### src/rtl/cart_bank_pkg.sv
package cart_bank_pkg;

   typedef enum logic {
      LOAD_SERIAL   = 1'b0,
      LOAD_PARALLEL = 1'b1
   } load_mode_e;

   // Upper edge of the host ROM window (16 KB, A15 = A14 = 0)
   localparam int ROM_TOP_BIT = 13;
   localparam int ADDR_W      = 16;

   // Width of the control-area offset for a given variant
   function automatic int win_bits(input load_mode_e mode, input int par_data_w);
      return (mode == LOAD_PARALLEL) ? par_data_w + 1 : 2;
   endfunction

endpackage

### src/rtl/cbs_strobe_edge.sv
module cbs_strobe_edge
   import cart_bank_pkg::*;
(
   input  logic              clk_i,
   input  logic              rst_ni,
   input  logic              mreq_i,
   input  logic              rd_i,
   input  logic [ADDR_W-1:0] addr_i,
   output logic              fire_o,
   output logic [ADDR_W-1:0] addr_cap_o
);

   logic rd_cyc;
   logic rd_cyc_q;

   assign rd_cyc = mreq_i & rd_i;

   // Hold the address seen while the read cycle is active
   always_ff @(posedge clk_i or negedge rst_ni) begin
      if (!rst_ni) begin
         rd_cyc_q   <= 1'b0;
         addr_cap_o <= '0;
      end else begin
         rd_cyc_q <= rd_cyc;
         if (rd_cyc) addr_cap_o <= addr_i;
      end
   end

   // Single pulse when the read cycle ends
   assign fire_o = rd_cyc_q & ~rd_cyc;

endmodule

### src/rtl/cbs_window_dec.sv
module cbs_window_dec
   import cart_bank_pkg::*;
#(
   parameter int WIN_W = 2
) (
   input  logic [ADDR_W-1:0] addr_i,
   output logic              rom_area_o,
   output logic              hit_o
);

   logic top_ones;

   assign rom_area_o = (addr_i[ADDR_W-1:ADDR_W-2] == 2'b00);
   assign top_ones   = &addr_i[ROM_TOP_BIT:WIN_W];
   assign hit_o      = rom_area_o & top_ones;

endmodule

### src/rtl/cbs_bank_reg.sv
module cbs_bank_reg
   import cart_bank_pkg::*;
#(
   parameter int         BANK_W            = 6,
   parameter load_mode_e MODE              = LOAD_SERIAL,
   parameter int         PAR_DATA_W        = 5,
   parameter bit         PAR_LOCK_ON_FIRST = 1'b0,
   localparam int        WIN_W             = win_bits(MODE, PAR_DATA_W)
) (
   input  logic              clk_i,
   input  logic              rst_ni,
   input  logic              load_i,
   input  logic [WIN_W-1:0]  ofs_i,
   output logic [BANK_W-1:0] bank_o,
   output logic              locked_o
);

   logic [BANK_W-1:0] bank_nx;
   logic              lock_nx;

   generate
      if (MODE == LOAD_SERIAL) begin : g_serial
         always_comb begin
            bank_nx = {bank_o[BANK_W-2:0], ofs_i[0]};
            lock_nx = ofs_i[1];
         end
      end else begin : g_parallel
         always_comb begin
            bank_nx = BANK_W'(ofs_i[PAR_DATA_W-1:0]);
            lock_nx = PAR_LOCK_ON_FIRST ? 1'b1 : ofs_i[PAR_DATA_W];
         end
      end
   endgenerate

   always_ff @(posedge clk_i or negedge rst_ni) begin
      if (!rst_ni) begin
         bank_o   <= '0;
         locked_o <= 1'b0;
      end else if (load_i && !locked_o) begin
         bank_o   <= bank_nx;
         locked_o <= lock_nx;
      end
   end

endmodule

### src/rtl/cart_bank_sel.sv
module cart_bank_sel
   import cart_bank_pkg::*;
#(
   parameter int         BANK_W            = 6,
   parameter load_mode_e MODE              = LOAD_SERIAL,
   parameter int         PAR_DATA_W        = 5,
   parameter bit         PAR_LOCK_ON_FIRST = 1'b0,
   parameter bit         BANK0_RELEASE     = 1'b1
) (
   input  logic              clk_i,
   input  logic              rst_ni,
   input  logic              mreq_i,
   input  logic              rd_i,
   input  logic [15:0]       addr_i,
   output logic [BANK_W-1:0] bank_o,
   output logic              locked_o,
   output logic              rom_sel_o
);

   localparam int WIN_W = win_bits(MODE, PAR_DATA_W);

   generate
      if (BANK_W < 2) begin : g_bad_bank
         $error("BANK_W must be at least 2");
      end
      if (MODE == LOAD_PARALLEL && (PAR_DATA_W < 1 || PAR_DATA_W > BANK_W)) begin : g_bad_par
         $error("PAR_DATA_W must lie in 1..BANK_W");
      end
      if (WIN_W > ROM_TOP_BIT) begin : g_bad_win
         $error("control area too large for ROM window");
      end
   endgenerate

   logic              fire;
   logic [ADDR_W-1:0] addr_cap;
   logic              rom_area;
   logic              hit;

   cbs_strobe_edge u_edge (
      .clk_i      (clk_i),
      .rst_ni     (rst_ni),
      .mreq_i     (mreq_i),
      .rd_i       (rd_i),
      .addr_i     (addr_i),
      .fire_o     (fire),
      .addr_cap_o (addr_cap)
   );

   cbs_window_dec #(.WIN_W(WIN_W)) u_dec (
      .addr_i     (addr_cap),
      .rom_area_o (rom_area),
      .hit_o      (hit)
   );

   cbs_bank_reg #(
      .BANK_W            (BANK_W),
      .MODE              (MODE),
      .PAR_DATA_W        (PAR_DATA_W),
      .PAR_LOCK_ON_FIRST (PAR_LOCK_ON_FIRST)
   ) u_reg (
      .clk_i    (clk_i),
      .rst_ni   (rst_ni),
      .load_i   (fire & hit),
      .ofs_i    (addr_cap[WIN_W-1:0]),
      .bank_o   (bank_o),
      .locked_o (locked_o)
   );

   generate
      if (BANK0_RELEASE) begin : g_release
         assign rom_sel_o = ~(locked_o & (bank_o == '0));
      end else begin : g_always
         assign rom_sel_o = 1'b1;
      end
   endgenerate

endmodule

### config.mk
export PLATFORM = sky130hd
export DESIGN_NAME = cart_bank_sel
export DESIGN_NICKNAME = d
export VERILOG_FILES = /design/src/rtl/cart_bank_pkg.sv /design/src/rtl/cbs_strobe_edge.sv /design/src/rtl/cbs_window_dec.sv /design/src/rtl/cbs_bank_reg.sv /design/src/rtl/cart_bank_sel.sv
export SDC_FILE = /design/constraint.sdc
export NUM_CORES = 1
export LEC_CHECK = 0
export BUFFER_PORTS_ARGS = -buffer_cell sky130_fd_sc_hd__buf_4
export CORE_UTILIZATION = 40
export CTS_CLUSTER_DIAMETER = 120
export CTS_CLUSTER_SIZE = 25
export DETAILED_ROUTE_END_ITERATION = 6
export SYNTH_ARGS = -nofsm -noshare
export SYNTH_HDL_FRONTEND = slang
export SYNTH_SLANG_ARGS = --single-unit
### constraint.sdc
create_clock -name clk_i -period 1.8 [get_ports clk_i]
set_input_delay 0.18 -clock clk_i [delete_from_list [all_inputs] [get_ports clk_i]]
set_output_delay 0.18 -clock clk_i [all_outputs]
set_load 0.02 [all_outputs]
# ---- After elaboration in Yosys (flattened, before gate mapping)
# Cells that the tools add are included.
# W data, S select, Z words.
dict set report op_classes {
  bitwise 7
  n_reduce_logical 5
}
# cell count
set op_table {}
lappend op_table {{$reduce_and A12 Y1} 1}
lappend op_table {{$logic_not A6 Y1} 1}
lappend op_table {{$and A1 B1 Y1} 5}
lappend op_table {{$logic_not A2 Y1} 1}
lappend op_table {{$not A1 Y1} 2}
lappend op_table {{$logic_and A1 B1 Y1} 1}
lappend op_table {{$logic_not A1 Y1} 1}
dict set report totals {
  reg_bits 24
  inputBits 20
  output_inout_bits 8
  wordCells 16
}

# ---- Longest topological paths before layout
# Gate-level depths: netlist of run 1.
dict set report depth {
  depth_word 5
  ltp_mapped 5
}

# ---- Hierarchy
# Synthesis of run 1 repeated with hierarchy kept, for this count alone.
dict set report hier_totals {
  hier_cells 63
  area_unflattened_um2 1039.7
}
# module instances cells_each area_per_inst_um2 seq_area_each_um2
set modules_own_cells {}
lappend modules_own_cells {cbs_strobe_edge 1 37 669.4 425.4}
lappend modules_own_cells {cbs_bank_reg 1 16 299.0 175.2}
lappend modules_own_cells {cbs_window_dec 1 6 41.3 0.0}
lappend modules_own_cells {cart_bank_sel 1 4 30.0 0.0}

# ---- Least setup slack after synthesis of run 1
# No wires, ideal clock.
dict set report synth_path {
  path_type {register to register}
  from {reg u_reg.locked_o}
  to {reg u_reg.bank_o[0]}
  setup_ps 125
  arrival_time_ps 1209
  path_slack_ps 466
  path_stages_with_launch 4
  path_buffers 0
  path_cell_list {dfrtp_1 nor3_1 nand4_2 mux2_2}
}
dict set report synth_between {
  elab_chain_cells 2
}
# item line
set synth_lines {}
lappend synth_lines {{start: declaration} cbs_bank_reg.sv:15} ;# output logic locked_o
lappend synth_lines {{start signal: assignment} cbs_bank_reg.sv:41} ;# locked_o <= lock_nx;
lappend synth_lines {{$logic_not A1 Y1} cbs_bank_reg.sv:39} ;# end else if (load_i && !locked_o) begin
lappend synth_lines {{$logic_and A1 B1 Y1} cbs_bank_reg.sv:39}
lappend synth_lines {{end signal: assignment} cbs_bank_reg.sv:40} ;# bank_o <= bank_nx;
lappend synth_lines {{end: declaration} cbs_bank_reg.sv:14} ;# output logic [BANK_W-1:0] bank_o,
# Every way passes these cells.
# A chain may end at the register's enable or synchronous reset.

# ---- Worst setup path in the final report of run 1
dict set report layout_path {
  from {reg u_reg.bank_o[2]}
  to {out rom_sel_o}
}
dict set report layout_between {
  elab_chain_cells 3
}
# item line
set layout_lines {}
lappend layout_lines {{$logic_not A6 Y1} cart_bank_sel.sv:71} ;# assign rom_sel_o = ~(locked_o & (bank_o == '0));
lappend layout_lines {{$and A1 B1 Y1} cart_bank_sel.sv:71}
lappend layout_lines {{$not A1 Y1} cart_bank_sel.sv:71}
lappend layout_lines {{end: declaration} cart_bank_sel.sv:17} ;# output logic rom_sel_o
# Every way passes these cells.

==> results of run 1 <==
==> cells by family (layout without fill, tap and decap cells) <==
logic type / count (synthesis) / in the layout / share of synthesized area [%]
AO/OA/AOI/OAI: 2 / 2 / 1.33
AND/OR/NAND/NOR: 12 / 12 / 8.26
buffers and inverters: 3 / 35 / 1.33
flip-flops: 24 / 24 / 63.9
multiplexers: 21 / 21 / 25.2
==> power breakdown <==
group	internal [mW]	total [mW]	switching [mW]
combinational	0.0740	0.115	0.0411
sequential	0.592	0.620	0.0273
clock	0.225	0.382	0.157
total	0.892	1.12	0.225
==> cells in the mapped netlist <==
| cell | count |
|---|---|
| sky130_fd_sc_hd__dfrtp_1 | 24 |
| sky130_fd_sc_hd__mux2_2 | 21 |
| sky130_fd_sc_hd__nand2_1 | 4 |
| sky130_fd_sc_hd__inv_1 | 2 |
| sky130_fd_sc_hd__nand4_1 | 2 |
| sky130_fd_sc_hd__nor3_1 | 2 |
| sky130_fd_sc_hd__buf_2 | 1 |
| sky130_fd_sc_hd__nand2_2 | 1 |
| sky130_fd_sc_hd__nand4_2 | 1 |
| sky130_fd_sc_hd__nor4_2 | 1 |
| sky130_fd_sc_hd__nor4b_1 | 1 |
| sky130_fd_sc_hd__o21ai_0 | 1 |
| sky130_fd_sc_hd__o21bai_1 | 1 |
==> critical path, stage by stage, from the launching register on <==
cell and delay [ns]:
sky130_fd_sc_hd__dfrtp_1 0.43, sky130_fd_sc_hd__nor4b_1 0.31, sky130_fd_sc_hd__nand2_1 0.08, sky130_fd_sc_hd__buf_4 0.16
==> stage by stage <==
stage          setup WS, ns  utilization, %  power, mW  instances  area (sq um)
5_1_grt               0.177            56.2       1.17        122          1240
3_5_place_dp          0.379            53.3      0.748        117          1180
3_3_place_gp          0.414            53.3      0.742        117          1180
2_1_floorplan         0.466               -      0.686         62           940
6_report              0.323            56.2       1.12        122          1240
4_1_cts               0.303            56.2       1.13        122          1240
==> what timing repair did <==
item | CTS | global route
hold endpoints to repair | 24 | 0
buffers inserted | 0 | 0
hold buffers | 1 | 0
==> worst max path at each step <==
stage               slack, ns         endpoint            startpoint  depth (start not counted)
detailed placement       0.38  u_reg.bank_o[2]  u_edge.addr_cap_o[7]                          4
CTS                      0.30        rom_sel_o       u_reg.bank_o[2]                          3
global route             0.18        rom_sel_o       u_reg.bank_o[2]                          3
global placement         0.41  u_reg.bank_o[2]        u_reg.locked_o                          3
floorplan                0.47  u_reg.bank_o[0]        u_reg.locked_o                          3
finish                   0.32        rom_sel_o       u_reg.bank_o[2]                          3
==> state kept, by name (all words and copies together) (netlist names) <==
| signal | count |
|---|---|
| u_edge.addr_cap_o | 16 |
| u_edge.rd_cyc_q | 1 |
| u_reg.locked_o | 1 |
| u_reg.bank_o | 6 |
==> final cells by class <==
class | count | area (sq um)
inverter | 2 | 7.51
timing repair buffer | 29 | 220
fill | 213 | 970
clock buffer | 3 | 22.5
multi-input combinational | 35 | 327
tap | 28 | 35.0
clock inverter | 1 | 30.0
sequential | 24 | 601
==> routing by layer <==
layer  vias to the layer above  GRT usage, %  part of all wire [%]
met5                         -             0                     0
met2                        16          22.7                    47
met1                       291          17.2                    47
met3                         4          4.24                   4.6
met4                         0          6.94                   1.5
li1                        287             -                     -
==> reports/results.txt, run 1 <==
The worst register-to-register path has a setup slack of 0.38 ns. Summed over all nets, the half-perimeter wirelength after detailed placement is 1190 um. Setup repair after global routing left no endpoint under its margin. The width of the die was 50.5 um.

The number of setup violations in the final report came out at 0. The run gives 0 as the remaining antenna violation count after routing. The total of buffers placed on input and output ports was 27; the antenna diode count was 0. The worst slack on hold paths is 0.0640 ns. After the last flow step, the layout net total stands at 115.

The logs give 0.0136 ns for the setup skew after layout and 0.31 ns for the later-pin clock latency in the skew report. Relative to the synthesized area, the layout overhead comes to 32.2%. STA classifies the critical path startpoint as a register. The tools report the count of cell types in the netlist as 13. Critical hold path startpoint: addr_i[1].

The first global-routing pass estimated 2620 um of wire. The via count of the first global-routing pass is 620, and the leakage power figure is 0.614 nW. The share of the Yosys chip area taken by registers is 63.9%. Ranked by total cell area, the synthesized netlist is headed by sky130_fd_sc_hd__dfrtp_1 64%, sky130_fd_sc_hd__mux2_2 25%, sky130_fd_sc_hd__nand2_1 1.6%. Via count of the routed design: 598. The initialized floorplan defines 17 standard-cell rows. The clock transition time at the flip-flop clock pins of the worst setup and hold paths is 0.14 ns, and the worst path arrival time is 1.30 ns. In the final layout, the share of cells above drive strength 1 is 59.6%. IR analysis of the VDD net gives a maximum drop of 0.614 mV. The detailed router's first-iteration violation count is 1, and the average size of a mapped cell is 15.2 sq um.

Along the worst hold path, the cell count comes to 3. The via density per instance was 4.90; the vertical die dimension was 50.5 um. The starting density of the core was 42.5%; the number of cells on the worst reg-to-reg path was 3.

In the layout the commonest cells are 28 x sky130_fd_sc_hd__buf_4, 24 x sky130_fd_sc_hd__dfrtp_1, 21 x sky130_fd_sc_hd__mux2_2. Path type of the worst setup path: register to output port. Synthesis warning total: 0. Data on the critical path is required at its endpoint by 1.62 ns. The power density of the placed cells is 899 nW/um^2.

After routing, the total negative slack on setup checks comes to 0 ns. H-tree level count: 1. The first-pass iteration count of the detailed router came out at 2.

The number of resized instances in the post-cts repair step is 0. The headroom to the max-slew limit came out at 80.2%. The measured slew at the worst slew-check pin was 0.296 ns. The final number of hold-violating endpoints was 0.

The classification of the worst-slack hold path is primary input to register. The run gives 0 as the number of remaining DRC errors. The minimum clock period after layout was 1.48 ns; the total congestion overflow was 0. The final critical path takes up 82.1% of the cycle. The number of antenna violations at the first check in global routing came out at 0. The beginning of the worst register-to-register path is u_reg.locked_o.

The full die area was 2550 sq um. The tools report the kind of end point of the critical path as an output port. Routability-driven placement finished with a final weighted congestion of 0.681.

When the netlist entered floorplanning its net count stood at 82. The detailed-route wire length per cell was 12.9 um; the gate count of the mapped netlist was 62. The synthesized design spends more area on one cell type than any other, namely sky130_fd_sc_hd__dfrtp_1. In this run the worst path has a maximum fanout of 4. The total wirelength of the detailed-routed design is 1570 um, and the maximum number of buffers from clock root to sink is 2. The tools report the pin count of the biggest net entering global routing as 25. The top cell type by area accounts for 63.9% of the synthesized area. The run gives 3 as the clock buffer count from CTS. In this run the critical register-to-register path is captured at u_reg.bank_o[2]. End point of the most critical hold path: u_edge.addr_cap_o[1].

Max-cap violations in this run came to 0. The flow ran to the end, and the final reports show no timing, DRC or antenna violations. Leaving out fill and tap cells, the most frequent cell in the layout is sky130_fd_sc_hd__buf_4.

The cell area after synthesis was 940 sq um; the maximum achievable frequency was 0.677 GHz. The core region is 2210 sq um. The logs give 28 for the number of top-level design ports and 24 for the clock sink total.

In this run the clock root is driven by a sky130_fd_sc_hd__clkbuf_4. The synthesis-stage register bit count works out to 24. TritonCTS built the clock tree. The final count of pins violating max slew is 0, and the aggregate global-route resource usage is 14.1%.
(Power assumes the default switching activity.)
==> inputs of run 2 (changes only) <==
--- a/config.mk
+++ b/config.mk
@@ -10,6 +10,7 @@
 export CTS_CLUSTER_DIAMETER = 120
 export CTS_CLUSTER_SIZE = 25
 export DETAILED_ROUTE_END_ITERATION = 6
+export PLACE_DENSITY = 0.67
 export SYNTH_ARGS = -nofsm -noshare
 export SYNTH_HDL_FRONTEND = slang
 export SYNTH_SLANG_ARGS = --single-unit
==> constraint.sdc (replaced) <==
create_clock -name clk_i -period 1.21 [get_ports clk_i]
set_input_delay 0.121 -clock clk_i [delete_from_list [all_inputs] [get_ports clk_i]]
set_output_delay 0.121 -clock clk_i [all_outputs]
set_load 0.02 [all_outputs]
==> reports/results.txt, run 2 (same netlist as run 1, synthesis figures left out) <==
Clock buffer count from CTS: 3 (unchanged). The part of the total power dissipated in combinational logic was 12.3% (+2.0 points). For the core outline area, the log shows 2210 sq um (unchanged). The run gives 2550 sq um (unchanged) as the full die area. The run finished, with violations left. The tools report the placement row count as 17 (unchanged).

The max-cap check violation count came out at 0 (unchanged). Global-route wire length before repair: 2690 um (+2.6%). The clock sink total was 24 (unchanged); the first-pass iteration count of the detailed router was 1 (-1). The clock transition time at the flip-flop clock pins of the worst setup and hold paths works out to 0.12 ns (-0.02 ns). The area growth from synthesis to layout is 33.0%.

The setup skew after layout was 0.00309 ns (-0.0105 ns); the total area of multi-input combinational cells was 338 sq um (+3.4%). Counting flops per register, the top entry is u_edge.addr_cap_o. The run gives 0 (unchanged) as the number of antenna violations at the first check in global routing. The tools report the internal portion of total power as 1.11 mW (+24%). The minimum clock period after layout is 1.42 ns, and the later-pin clock latency in the skew report is 0.30 ns (about the same). The post-layout worst setup margin is -0.209 ns (-0.532 ns). The tools report the post-DP HPWL as 1200 um (+0.98%). The worst slack after detailed placement is -0.200 ns (-0.578 ns), and the worst supply voltage drop on vdd is 0.643 mV (+4.6%). The run gives 1 (unchanged) as the H-tree level count.

Vertical die dimension: 50.5 um (unchanged). In this run the worst setup path terminates at u_reg.bank_o[4]. The final weighted congestion in routability-driven placement is 0.712 (+4.5%), and the pin count of the biggest net entering global routing is 25 (unchanged). The tightest min-delay check is of the primary input to register type.

The maximum number of buffers from clock root to sink was 2 (unchanged). The share of layout cells above drive strength 1 was 62.5% (+2.9 points). For the final number of hold-violating endpoints, the log shows 0 (unchanged). The leakage power figure came out at 0.607 nW (-1.2%).

The worst path arrival time was 1.62 ns (+0.32 ns). The area occupied by registers was 601 sq um (unchanged). The largest registers in the layout are u_edge.addr_cap_o x16, u_reg.bank_o x6.

Worst slack on hold paths: 0.0215 ns (-0.0425 ns). The path type of the worst setup path was register to register. Detailed router's first-iteration violation count: 0 (-1).

Number of remaining DRC errors: 0 (unchanged). The tools report the relative contribution of the clock network to total power as 23.1% (-11 points). TritonCTS built the clock tree.

The tools report the total congestion overflow as 0 (unchanged). The logs give 80.4% (+0.19 points) for the headroom to the max-slew limit and -0.21 ns (-0.59 ns) for the register-to-register setup slack. The number of cells on the worst reg-to-reg path came out at 3 (unchanged).

The number of setup violations in the final report is 8 (+8), and the measured slew at the worst slew-check pin is 0.294 ns (-0.00278 ns). The largest fanout of any net on the critical path came out at 7 (+3). The final cycle utilization of the critical path is 117%. The net switching fraction of the power is 22.2% (+2.0 points), and the detailed-route wire length per cell is 12.5 um (-2.9%).

The worst register-to-register path begins at u_edge.addr_cap_o[15]. The total of buffers placed on input and output ports works out to 27 (unchanged). The total wirelength of the detailed-routed design is 1550 um (-1.3%), and the number of flip-flops under the largest register name is 16 (unchanged).

The aggregate global-route resource usage is 14.4% (+0.30 points). The clock root buffer is sky130_fd_sc_hd__clkbuf_4. The critical path starts at u_edge.addr_cap_o[15].

The tools report the starting density of the core as 42.5% (unchanged). The post-layout net count came out at 118 (+2.6%). For the sequential fraction of design power, the log shows 64.6% (+9.1 points). The width of the die is 50.5 um (unchanged), and the net load switching power is 316 uW (+40%). The run gives 1.41 ns (-0.21 ns) as the endpoint required time on the critical path. The library cell used most frequently in the layout, excluding fill and tap cells, is sky130_fd_sc_hd__buf_4. The via count of the routed design was 584 (-2.3%); the cell depth of the worst hold path was 3 (unchanged). The kind of start point of the critical path was a register. The run gives 195 (-8.5%) as the count of filler cells inserted in the layout. Via count of the first global-routing pass: 640 (+3.2%).

The checks that failed: setup timing. For the maximum achievable frequency, the log shows 0.705 GHz. Setup repair after global routing could not meet its margin everywhere. The run gives 56.5% (+0.34 points) as the post-route core utilization.

The logs give 0 (unchanged) for the remaining antenna violation count after routing and 0 (unchanged) for the final count of pins violating max slew. Kind of end point of the critical path: a register. For the number of top-level design ports, the log shows 28 (unchanged). In the layout the commonest cells are 30 x sky130_fd_sc_hd__buf_4, 24 x sky130_fd_sc_hd__dfrtp_1, 21 x sky130_fd_sc_hd__mux2_2.

The antenna diode count came out at 0 (unchanged). The tools report the worst reg2reg path endpoint as u_reg.bank_o[4]. The power density of the placed cells was 1140 nW/um^2 (+27%). The via density per instance works out to 4.71 (-3.9%).
[run 2: changes by cell type in the layout (fill, tap and decap cells not counted)]
| cell | before | now |
|---|---|---|
| sky130_fd_sc_hd__buf_4 | 28 | 30 |
| sky130_fd_sc_hd__buf_6 | 0 | 1 |
| sky130_fd_sc_hd__bufinv_16 | 1 | 0 |
| sky130_fd_sc_hd__nor3_1 | 2 | 1 |
| sky130_fd_sc_hd__nor3_2 | 0 | 1 |
| sky130_fd_sc_hd__nor4b_1 | 1 | 0 |
| sky130_fd_sc_hd__nor4b_2 | 0 | 1 |
[run 2: area by class of cell]
| cell class | count | area share [%] |
|---|---|---|
| Inverter | 2 | 0.601 |
| Tap cell | 28 | 2.80 |
| Clock buffer | 3 | 1.80 |
| Sequential cell | 24 | 48.0 |
| Multi-Input combinational cell | 35 | 27.0 |
| Timing Repair Buffer | 32 | 19.7 |
[run 2: repair_timing]
| action | CTS | global route |
|---|---|---|
| buffers inserted | 0 | 0 |
| setup endpoints to repair | 8 | 8 |
| resized for setup | 2 | 0 |
| hold endpoints to repair | 24 | 0 |
| hold buffers | 1 | 0 |
| pin swaps | 2 | 0 |
[run 2: routing by layer]
metal | part of all wire (%) | track usage [%] | wire length, um
met1 | 46 | 17.5 | 712
met2 | 49 | 24.7 | 760
met3 | 5.2 | 3.33 | 80
met4 | 0 | 5.56 | 0
met5 | 0 | 0 | 0
[run 2: metrics by stage]
stage / cell area [sq um] / total power [mW] / cells / setup TNS, ns
6_report: 1250 / 1.43 / 124 / -1.53
5_1_grt: 1250 / 1.50 / 124 / -2.15
4_1_cts: 1250 / 1.45 / 124 / -1.63
3_5_place_dp: 1210 / 1.12 / 120 / -1.31
3_3_place_gp: 1210 / 1.11 / 120 / -1.06
2_1_floorplan: 945 / 1.02 / 62 / -0.470
[run 2: how the worst min path moves through the flow]
stage / startpoint / to / slack [ns]
5_1_grt: addr_i[1] / u_edge.addr_cap_o[1] / 0.02
3_5_place_dp: rst_ni / u_edge.rd_cyc_q / 0.03
2_1_floorplan: rst_ni / u_edge.addr_cap_o[0] / -0.17
4_1_cts: addr_i[1] / u_edge.addr_cap_o[1] / 0.01
3_3_place_gp: rst_ni / u_edge.rd_cyc_q / 0.03
6_report: addr_i[1] / u_edge.addr_cap_o[1] / 0.02
[run 2: power by group through the flow]
stage	combinational (mW)	clock (mW)	sequential (mW)
CTS	0.180	0.346	0.923
global placement	0.172	0	0.935
detailed placement	0.178	0	0.939
global route	0.195	0.376	0.932
floorplan	0.0963	0	0.926
finish	0.175	0.329	0.922
[run 2: worst max-delay path, cell delays in order (launching register included)]
cell                      delay (ns)
sky130_fd_sc_hd__dfrtp_1        0.41
sky130_fd_sc_hd__nor4_2         0.30
sky130_fd_sc_hd__nand4_2        0.26
sky130_fd_sc_hd__mux2_2         0.34
